`src/rtl/ide_router_pkg.sv`:
```
package ide_router_pkg;

    typedef enum logic [2:0] {
        ST_IDLE    = 3'd0,
        ST_FWD     = 3'd1,
        ST_ZERO    = 3'd2,
        ST_DISCARD = 3'd3,
        ST_REJECT  = 3'd4
    } route_state_e;

    typedef enum logic [2:0] {
        PT_PRI_TF  = 3'd0,
        PT_PRI_ALT = 3'd1,
        PT_SEC_TF  = 3'd2,
        PT_SEC_ALT = 3'd3,
        PT_PRI_BM  = 3'd4,
        PT_SEC_BM  = 3'd5
    } route_port_e;

    typedef enum logic {
        IRQ_LOW  = 1'b0,
        IRQ_HIGH = 1'b1
    } irq_state_e;

    localparam int unsigned NUM_CH      = 2;
    localparam int unsigned DRV_PER_CH  = 2;
    localparam int unsigned SEL_REG_OFF = 6;
    localparam int unsigned SEL_BIT     = 4;
    localparam int unsigned BM_BAR      = 4;

    function automatic logic size_legal(input logic [2:0] sz);
        return (sz == 3'd1) || (sz == 3'd2) || (sz == 3'd4);
    endfunction

endpackage

```
`src/rtl/ide_route_decode.sv`:
```
module ide_route_decode
    import ide_router_pkg::*;
#(
    parameter int unsigned OFFSET_W    = 8,
    parameter int unsigned DATA_W      = 32,
    parameter int unsigned IO_SHIFT    = 0,
    parameter int unsigned CTRL_OFFSET = 0,
    parameter int unsigned BM_WIN      = 8
) (
    input  logic [2:0]          req_bar,
    input  logic [OFFSET_W-1:0] req_offset,
    input  logic [2:0]          req_size,
    input  logic                req_write,
    input  logic [DATA_W-1:0]   req_wdata,
    input  logic                bm_enable,
    input  logic [NUM_CH*DRV_PER_CH-1:0] dev_present,
    input  logic [NUM_CH-1:0]   sel_cur,
    output route_state_e        dec_kind,
    output route_port_e         dec_port,
    output logic                dec_dev,
    output logic [OFFSET_W-1:0] dec_offset,
    output logic [NUM_CH-1:0]   sel_wr,
    output logic                sel_val
);

    localparam logic [OFFSET_W-1:0] SEL_OFF_L = OFFSET_W'(SEL_REG_OFF);
    localparam logic [OFFSET_W-1:0] BM_WIN_L  = OFFSET_W'(BM_WIN);
    localparam logic [OFFSET_W-1:0] CTRL_ADD  = OFFSET_W'(CTRL_OFFSET);

    logic [OFFSET_W-1:0] adj_off;
    logic                ch;
    logic                is_tf;
    logic                drv;
    logic [1:0]          slot;

    // window-specific offset adjustment
    always_comb begin
        case (req_bar)
            3'd0:    adj_off = req_offset >> IO_SHIFT;
            3'd1:    adj_off = req_offset + CTRL_ADD;
            default: adj_off = req_offset;
        endcase
    end

    assign ch    = req_bar[1];
    assign is_tf = ~req_bar[0];

    always_comb begin
        dec_kind   = ST_REJECT;
        dec_port   = PT_PRI_TF;
        dec_dev    = 1'b0;
        dec_offset = '0;
        sel_wr     = '0;
        sel_val    = req_wdata[SEL_BIT];
        drv        = 1'b0;
        slot       = 2'd0;
        if (!size_legal(req_size)) begin
            dec_kind = ST_REJECT;
        end else if (req_bar == 3'(BM_BAR)) begin
            if (req_write && !bm_enable) begin
                dec_kind = ST_DISCARD;
            end else begin
                dec_kind = ST_FWD;
                if (req_offset < BM_WIN_L) begin
                    dec_port   = PT_PRI_BM;
                    dec_offset = req_offset;
                end else begin
                    dec_port   = PT_SEC_BM;
                    dec_offset = req_offset - BM_WIN_L;
                end
            end
        end else if (req_bar < 3'(BM_BAR)) begin
            // snoop the drive/head register before routing
            if (is_tf && req_write && (adj_off == SEL_OFF_L)) begin
                sel_wr[ch] = 1'b1;
            end
            drv  = sel_wr[ch] ? sel_val : sel_cur[ch];
            slot = {ch, drv};
            if (!dev_present[slot]) begin
                if (req_size != 3'd1)
                    dec_kind = ST_REJECT;
                else if (req_write)
                    dec_kind = ST_DISCARD;
                else
                    dec_kind = ST_ZERO;
            end else begin
                dec_kind   = ST_FWD;
                dec_port   = route_port_e'(req_bar);
                dec_dev    = drv;
                dec_offset = adj_off;
            end
        end
    end

endmodule

```
`src/rtl/ide_dev_select.sv`:
```
module ide_dev_select (
    input  logic clk,
    input  logic rst_n,
    input  logic wr_en,
    input  logic wr_val,
    output logic sel_q
);

    always_ff @(posedge clk) begin
        if (!rst_n)
            sel_q <= 1'b0;
        else if (wr_en)
            sel_q <= wr_val;
    end

    // selection only moves on a snooped select write
    p_sel_hold_r5: assert property (@(posedge clk) disable iff (!rst_n)
        !wr_en |=> $stable(sel_q));

    p_sel_load_r5: assert property (@(posedge clk) disable iff (!rst_n)
        wr_en |=> (sel_q == $past(wr_val)));

endmodule

```
`src/rtl/ide_irq_merge.sv`:
```
module ide_irq_merge
    import ide_router_pkg::*;
(
    input  logic              clk,
    input  logic              rst_n,
    input  logic [NUM_CH-1:0] irq_post,
    input  logic [NUM_CH-1:0] irq_clear,
    output logic              irq_out
);

    irq_state_e        st_q, st_d;
    logic [NUM_CH-1:0] pend_q, pend_d;

    // channels are handled in index order; a post beats a clear on one channel
    always_comb begin
        pend_d = pend_q;
        st_d   = st_q;
        for (int c = 0; c < NUM_CH; c++) begin
            if (irq_post[c]) begin
                pend_d[c] = 1'b1;
                if (!pend_d[NUM_CH-1-c]) st_d = IRQ_HIGH;
            end else if (irq_clear[c]) begin
                pend_d[c] = 1'b0;
                if (!pend_d[NUM_CH-1-c]) st_d = IRQ_LOW;
            end
        end
    end

    always_ff @(posedge clk) begin
        if (!rst_n) begin
            st_q   <= IRQ_LOW;
            pend_q <= '0;
        end else begin
            st_q   <= st_d;
            pend_q <= pend_d;
        end
    end

    always_comb begin
        unique case (st_q)
            IRQ_LOW:  irq_out = 1'b0;
            IRQ_HIGH: irq_out = 1'b1;
            default:  irq_out = 1'b0;
        endcase
    end

    p_irq_raise_r9: assert property (@(posedge clk) disable iff (!rst_n)
        (|irq_post) |=> irq_out);

    p_irq_keep_r10: assert property (@(posedge clk) disable iff (!rst_n)
        (irq_post == '0 && pend_q == 2'b11 && irq_clear != 2'b11) |=> irq_out);

    p_irq_drop_r10: assert property (@(posedge clk) disable iff (!rst_n)
        (irq_post == '0 && (pend_q & ~irq_clear) == '0) |=> !irq_out);

endmodule

```
`src/rtl/ide_access_router.sv`:
```
module ide_access_router
    import ide_router_pkg::*;
#(
    parameter int unsigned OFFSET_W    = 8,
    parameter int unsigned DATA_W      = 32,
    parameter int unsigned IO_SHIFT    = 0,
    parameter int unsigned CTRL_OFFSET = 0,
    parameter int unsigned BM_WIN      = 8
) (
    input  logic                clk,
    input  logic                rst_n,
    input  logic                req_valid,
    input  logic [2:0]          req_bar,
    input  logic [OFFSET_W-1:0] req_offset,
    input  logic [2:0]          req_size,
    input  logic                req_write,
    input  logic [DATA_W-1:0]   req_wdata,
    input  logic                bm_enable,
    input  logic [3:0]          dev_present,
    input  logic [1:0]          irq_post,
    input  logic [1:0]          irq_clear,
    output logic [2:0]          out_kind,
    output logic [2:0]          fwd_port,
    output logic                fwd_dev,
    output logic [OFFSET_W-1:0] fwd_offset,
    output logic [2:0]          fwd_size,
    output logic                fwd_write,
    output logic [DATA_W-1:0]   fwd_wdata,
    output logic [1:0]          sel_dev,
    output logic                irq_out
);

    route_state_e        dec_kind;
    route_port_e         dec_port;
    logic                dec_dev;
    logic [OFFSET_W-1:0] dec_offset;
    logic [NUM_CH-1:0]   sel_wr;
    logic                sel_val;
    logic [NUM_CH-1:0]   sel_q;

    route_state_e        state_q;
    route_port_e         pay_port;
    logic                pay_dev;
    logic [OFFSET_W-1:0] pay_offset;
    logic [2:0]          pay_size;
    logic                pay_write;
    logic [DATA_W-1:0]   pay_wdata;

    ide_route_decode #(
        .OFFSET_W   (OFFSET_W),
        .DATA_W     (DATA_W),
        .IO_SHIFT   (IO_SHIFT),
        .CTRL_OFFSET(CTRL_OFFSET),
        .BM_WIN     (BM_WIN)
    ) u_decode (
        .req_bar    (req_bar),
        .req_offset (req_offset),
        .req_size   (req_size),
        .req_write  (req_write),
        .req_wdata  (req_wdata),
        .bm_enable  (bm_enable),
        .dev_present(dev_present),
        .sel_cur    (sel_q),
        .dec_kind   (dec_kind),
        .dec_port   (dec_port),
        .dec_dev    (dec_dev),
        .dec_offset (dec_offset),
        .sel_wr     (sel_wr),
        .sel_val    (sel_val)
    );

    for (genvar c = 0; c < NUM_CH; c++) begin : g_sel
        ide_dev_select u_sel (
            .clk   (clk),
            .rst_n (rst_n),
            .wr_en (req_valid & sel_wr[c]),
            .wr_val(sel_val),
            .sel_q (sel_q[c])
        );
    end

    ide_irq_merge u_irq (
        .clk      (clk),
        .rst_n    (rst_n),
        .irq_post (irq_post),
        .irq_clear(irq_clear),
        .irq_out  (irq_out)
    );

    // outcome state register with captured payload
    always_ff @(posedge clk) begin
        if (!rst_n) begin
            state_q    <= ST_IDLE;
            pay_port   <= PT_PRI_TF;
            pay_dev    <= 1'b0;
            pay_offset <= '0;
            pay_size   <= '0;
            pay_write  <= 1'b0;
            pay_wdata  <= '0;
        end else begin
            state_q    <= req_valid ? dec_kind : ST_IDLE;
            pay_port   <= dec_port;
            pay_dev    <= dec_dev;
            pay_offset <= dec_offset;
            pay_size   <= req_size;
            pay_write  <= req_write;
            pay_wdata  <= req_wdata;
        end
    end

    // outputs from state
    always_comb begin
        out_kind   = 3'(state_q);
        fwd_port   = '0;
        fwd_dev    = 1'b0;
        fwd_offset = '0;
        fwd_size   = '0;
        fwd_write  = 1'b0;
        fwd_wdata  = '0;
        unique case (state_q)
            ST_FWD: begin
                fwd_port   = 3'(pay_port);
                fwd_dev    = pay_dev;
                fwd_offset = pay_offset;
                fwd_size   = pay_size;
                fwd_write  = pay_write;
                fwd_wdata  = pay_wdata;
            end
            ST_IDLE, ST_ZERO, ST_DISCARD, ST_REJECT: ;
            default: ;
        endcase
    end

    assign sel_dev = sel_q;

    p_bm_gate_r4: assert property (@(posedge clk) disable iff (!rst_n)
        (out_kind == 3'd1 && fwd_write && fwd_port >= 3'd4) |-> $past(bm_enable));

    p_bad_size_r7: assert property (@(posedge clk) disable iff (!rst_n)
        (req_valid && !size_legal(req_size)) |=> (out_kind == 3'd4));

    p_idle_r11: assert property (@(posedge clk) disable iff (!rst_n)
        !req_valid |=> (out_kind == 3'd0 && fwd_port == 3'd0 && !fwd_write));

    p_zero_byte_r6: assert property (@(posedge clk) disable iff (!rst_n)
        (out_kind == 3'd2) |-> ($past(req_size) == 3'd1 && !$past(req_write)));

endmodule

```
`config.mk`:
```
export PLATFORM = sky130hd
export DESIGN_NAME = ide_access_router
export DESIGN_NICKNAME = d
export VERILOG_FILES = /design/src/rtl/ide_router_pkg.sv /design/src/rtl/ide_route_decode.sv /design/src/rtl/ide_dev_select.sv /design/src/rtl/ide_irq_merge.sv /design/src/rtl/ide_access_router.sv
export SDC_FILE = /design/constraint.sdc
export NUM_CORES = 1
export LEC_CHECK = 0
export ABC_AREA = 1
export ABC_CLOCK_PERIOD_IN_PS = 3500
export CAP_MARGIN = 10
export CORE_ASPECT_RATIO = 1.5
export CORE_MARGIN = 2
export CORE_UTILIZATION = 45
export CTS_CLUSTER_SIZE = 40
export DETAILED_ROUTE_END_ITERATION = 10
export PLACE_DENSITY = 0.86
export SYNTH_ARGS = -nofsm -noshare
export SYNTH_HDL_FRONTEND = slang
export SYNTH_SLANG_ARGS = --single-unit
```
`constraint.sdc`:
```
create_clock -name clk -period 3.5 [get_ports clk]
set_input_delay 0.525 -clock clk [delete_from_list [all_inputs] [get_ports clk]]
set_output_delay 0.525 -clock clk [all_outputs]
set_load 0.03 [all_outputs]
```
# Word-level counts from Yosys, hierarchy flattened
# Cells that the tools add are included.
# Widths: inputs -> output; s select.
# word_totals
register_bits	56
in_bits	59
output_inout_bits	54
wordCells	98
# classes
add_sub_neg	1
n_lt_le_gt_ge	5
eq_ne	7
mux	52
bitwise	8
n_reduce_logical	12
# ops
operator	count
$mux 8	6
$mux 3	11
$mux 32	1
$mux 1	23
$mux 2	8
$eq 8x3->1 const B	1
$lt 8x4->1 const B	1
$sub 8x4->8 const B	1
$eq 3x1->1 const B	2
$eq 3x3->1 const B	2
$not 1->1	6
$reduce_or 5->1	1
$logic_and 1x1->1	4
$reduce_and 2->1	2
$eq 3x2->1 const B	1
$lt 2x3->1 const B	1
$lt 3x3->1 const B	1
$ne 3x1->1 const B	1
$reduce_and 3->1	1
$and 1x1->1	2
$bmux 1 s2	1
$logic_or 1x1->1	2
$lt 1x2->1 const B	1
$pmux 1 s2	1
other kinds (4)	4

# Depth between registers and ports, before layout
# logic_depth
depth_word	17
ltp_mapped	12
ltp_nobuf	12

# Modules after synthesis
# A second synthesis with hierarchy kept.
# hier_totals
cells_unflattened	425
hier_area_um2	2827.7
# modules_own_cells
mod	instances	cells_per_inst	area_each_um2	seq_area_each_um2
ide_access_router	1	267	1979.4	1021.0
ide_route_decode	1	125	626.9	0.0
ide_irq_merge	1	21	138.9	60.1
ide_dev_select	2	6	41.3	20.0

# Least setup slack after synthesis
# No wires, ideal clock.
# synth_timing
path_kind	reg-to-output
start	register state_q[0], in the netlist out_kind[0]
end	output fwd_offset[0]
arrival_ns	1.806
t_required_ns	2.975
setup_slack_ns	1.169
stages_incl_launch_ff	5
path_buffers	2
cell_sequence	dfxtp_1 or3b_2 clkbuf_1 clkbuf_1 nor2_1
# synth_via
elab_chain_cells	2
# synth_lines
item	line_no	rtl
start, declared	ide_access_router.sv:41	route_state_e state_q;
start signal, assigned	ide_access_router.sv:101	state_q <= req_valid ? dec_kind : ST_IDLE;
$eq 3x1->1	ide_access_router.sv:120	unique case (state_q)
$mux 8	ide_access_router.sv:120	
end, declared	ide_access_router.sv:25	output logic [OFFSET_W-1:0] fwd_offset,
# Every way passes these cells.

# Worst setup path in the final report
# layout_timing
start	register state_q[0], in the netlist out_kind[0]
end	output fwd_dev
# layout_via
elab_chain_cells	2
# layout_lines
item	line_no	rtl
$eq 3x1->1	ide_access_router.sv:120	
$mux 1	ide_access_router.sv:120	
end, declared	ide_access_router.sv:24	output logic fwd_dev,
# Every way passes these cells.

==> impl_metrics.env <==
export IMPL_drt_iter0_markers=81
export IMPL_p_comb_share_pct=14.8
export IMPL_setup_viol=0
export IMPL_timing_hold_ws_ps=485
export IMPL_critPathLaunchType="flip-flop"
export IMPL_fin_cells=543
export IMPL_numCtsBuffers=5
export IMPL_crit_fanout=48
export IMPL_ctsHoldBuffers=0
export IMPL_gp_congestion=0.884
export IMPL_clk_latency_ps=290
export IMPL_wl_per_cell_um=10.5
export IMPL_die_w_um=65.1
export IMPL_min_delay_start="g_sel[0].u_sel.sel_q"
export IMPL_rrSetupSlack_ps=1970
export IMPL_ys_ff_latch=56
export IMPL_finalCriticalPeriod_ps=2910
export IMPL_outcome="complete, no violations"
export IMPL_fp_coreArea_sq_mm=0.00545
export IMPL_area_growth_pct=50.3
export IMPL_ir_drop_mv=0.243
export IMPL_yosysTopAreaCellShare_pct=44.5
export IMPL_relSlewSlack_pct=40.0
export IMPL_drt_wl_total_um=5720
export IMPL_cap_violations=0
export IMPL_initial_core_util_pct=46.3
export IMPL_grt_max_degree=49
export IMPL_rsz0062_at_grt="false"
export IMPL_hold_class="reg2reg"
export IMPL_die_area_sq_mm=0.00623
export IMPL_switching_share_pct=22.7
export IMPL_skew_ps=9.77
export IMPL_worstSetupEndpointType="output port"
export IMPL_dp_cells=535
export IMPL_hold_depth=2
export IMPL_setup_tns_ps=0
export IMPL_post_route_drc_count=0
export IMPL_cts_tree="yes"
export IMPL_syn_area_per_cell_sq_um=6.93
export IMPL_period_share_pct=83.1
export IMPL_rows=33
export IMPL_htreeDepth=2
export IMPL_hpwl_um=4640
export IMPL_grt_pass1_wl_um=9000
export IMPL_die_h_um=95.7
export IMPL_yosysTopAreaCell="dfxtp_1"
export IMPL_clockPowerShare_pct=31.7
export IMPL_p_int_uw=973
export IMPL_leakage_uw=0.00182
export IMPL_drive_gt1_share_pct=6.98
export IMPL_fmax_ghz=0.344
export IMPL_crit_arrival_ps=2380
export IMPL_layout_nets=532
export IMPL_io_buffers=112
export IMPL_required_ps=2970
export IMPL_postCtsSetupRepairBufs=0
export IMPL_r2r_start="g_sel[0].u_sel.sel_q"
export IMPL_hold_path_endpoint="g_sel[0].u_sel.sel_q"
export IMPL_slew_viol_final=0
export IMPL_synth_seq_area_share_pct=44.5
export IMPL_io_pins=113
export IMPL_ys_types=31
export IMPL_drt_first_pass_iters=6
export IMPL_overflow=0
export IMPL_worst_setup_path_type="reg2out"
export IMPL_synth_area_leaders="dfxtp_1 (44%), inv_1 (16%), nand2_1 (9.5%)"
export IMPL_synth_nets=424
export IMPL_antenna_cells=0
export IMPL_cts_sinks=56
export IMPL_clk_pin_slew_ps=90
export IMPL_grt_total_usage_pct=18.5
export IMPL_grt_pass1_vias=2146
export IMPL_ys_warnings_count=0
export IMPL_p_switching_uw=285
export IMPL_viasPerCell=4.32
export IMPL_worst_slew_pin_transition_ps=900
export IMPL_postRouteAntennaNets=0
export IMPL_ctsResizeCount=0
export IMPL_via_count=2345
export IMPL_synth_area_sq_mm=0.00252
export IMPL_grt_antenna_before_repair=0
export IMPL_pwr_density_cell_mw_per_mm2=332
export IMPL_r2r_end="pay_offset[5]"
export IMPL_synthCells=364
export IMPL_cts_buffer_depth=2
export IMPL_seq_power_share_pct=53.5
export IMPL_hold_viol=0
export IMPL_r2r_cells=9
export IMPL_root_buffer="clkbuf_8"
-- Yosys cell counts, drive strengths merged --
master	count
o21ai	5
inv	111
a21boi	1
nand3b	1
or3b	1
nand2	69
dfxtp	56
nand4	8
nor3	1
or2	3
buf	3
ha	1
nor2	65
xor2	3
o21a	1
a21oi	11
nand3	12
o211ai	3
clkbuf	9
-- registers in the layout, indices dropped and copies added (netlist names) --
| name | flops |
|---|---|
| pay_port | 3 |
| u_irq.st_q | 1 |
| g_sel.u_sel.sel_q | 2 |
| pay_write | 1 |
| pay_wdata | 32 |
| out_kind | 3 |
| u_irq.pend_q | 2 |
| pay_dev | 1 |
| pay_size | 3 |
| pay_offset | 8 |
-- placed cells by master (no fill, tap or decap), types with 2 or more instances in the layout --
cell type / instances
inv_2: 5
nand2_1: 64
inv_1: 106
nand3_1: 10
nor2_4: 2
clkdlybuf4s50_1: 112
nor2_8: 2
nand3_2: 2
nor2_2: 2
nand2_2: 3
dfxtp_1: 56
o21ai_0: 5
o211ai_2: 2
xor2_1: 3
nand4_1: 8
clkbuf_8: 5
nand2_4: 2
nor2_1: 59
a21oi_1: 11
-- layout make-up --
type / count / area (sq um)
multi-input combinational: 185 / 927
clock inverter: 2 / 35.0
clock buffer: 6 / 72.6
sequential: 56 / 1120
tap: 70 / 87.6
fill: 457 / 1660
timing repair buffer: 113 / 1130
inverter: 111 / 417
-- kinds of logic after synthesis --
group                    share of synthesized area [%]
XOR/XNOR                                          1.04
buffers and inverters                             18.8
AO/OA/AOI/OAI                                     5.36
AND/OR/NAND/NOR                                   29.9
flip-flops                                        44.5
adder cells (fa/ha/maj)                          0.496
-- how the worst max path moves through the flow --
stage | depth (start not counted) | end | from | slack [ps]
2_1_floorplan | 4 | fwd_offset[0] | out_kind[0] | 1170
3_3_place_gp | 3 | fwd_dev | out_kind[1] | 910
3_5_place_dp | 3 | fwd_dev | out_kind[0] | 870
4_1_cts | 3 | fwd_dev | out_kind[0] | 530
5_1_grt | 3 | fwd_wdata[10] | out_kind[1] | 450
6_report | 3 | fwd_dev | out_kind[0] | 590
-- power by group through the flow --
stage	Combinational, uW	Clock (uW)	Sequential, uW
after floorplan	84.4	0	690
after global placement	182	0	687
after detailed placement	186	0	688
after CTS	188	414	673
after global routing	207	441	677
final	186	399	673
-- layer usage --
layer / vias up / wire length (um) / track usage [%] / part of all wire, %
li1: 1242 / - / - / -
met1: 1034 / 2160 / 18.9 / 38
met2: 61 / 3230 / 36.6 / 57
met3: 8 / 210 / 3.31 / 3.7
met4: 0 / 110 / 7.29 / 1.9
met5: - / 0 / 0 / 0
-- stage by stage --
stage / cell area (sq um) / setup WS, ps / total power (uW) / util, %
floorplan: 2520 / 1170 / 775 / -
global placement: 3680 / 912 / 869 / 67.5
detailed placement: 3680 / 873 / 875 / 67.5
CTS: 3790 / 532 / 1280 / 69.5
global route: 3790 / 449 / 1320 / 69.5
finish: 3790 / 592 / 1260 / 69.5
-- critical path: stages, from the launching register on --
cell and delay, ps:
dfxtp_1 330, or3b_2 800, nor2_1 240, clkdlybuf4s50_1 700
No activity file was read; power rests on OpenSTA's default activity.
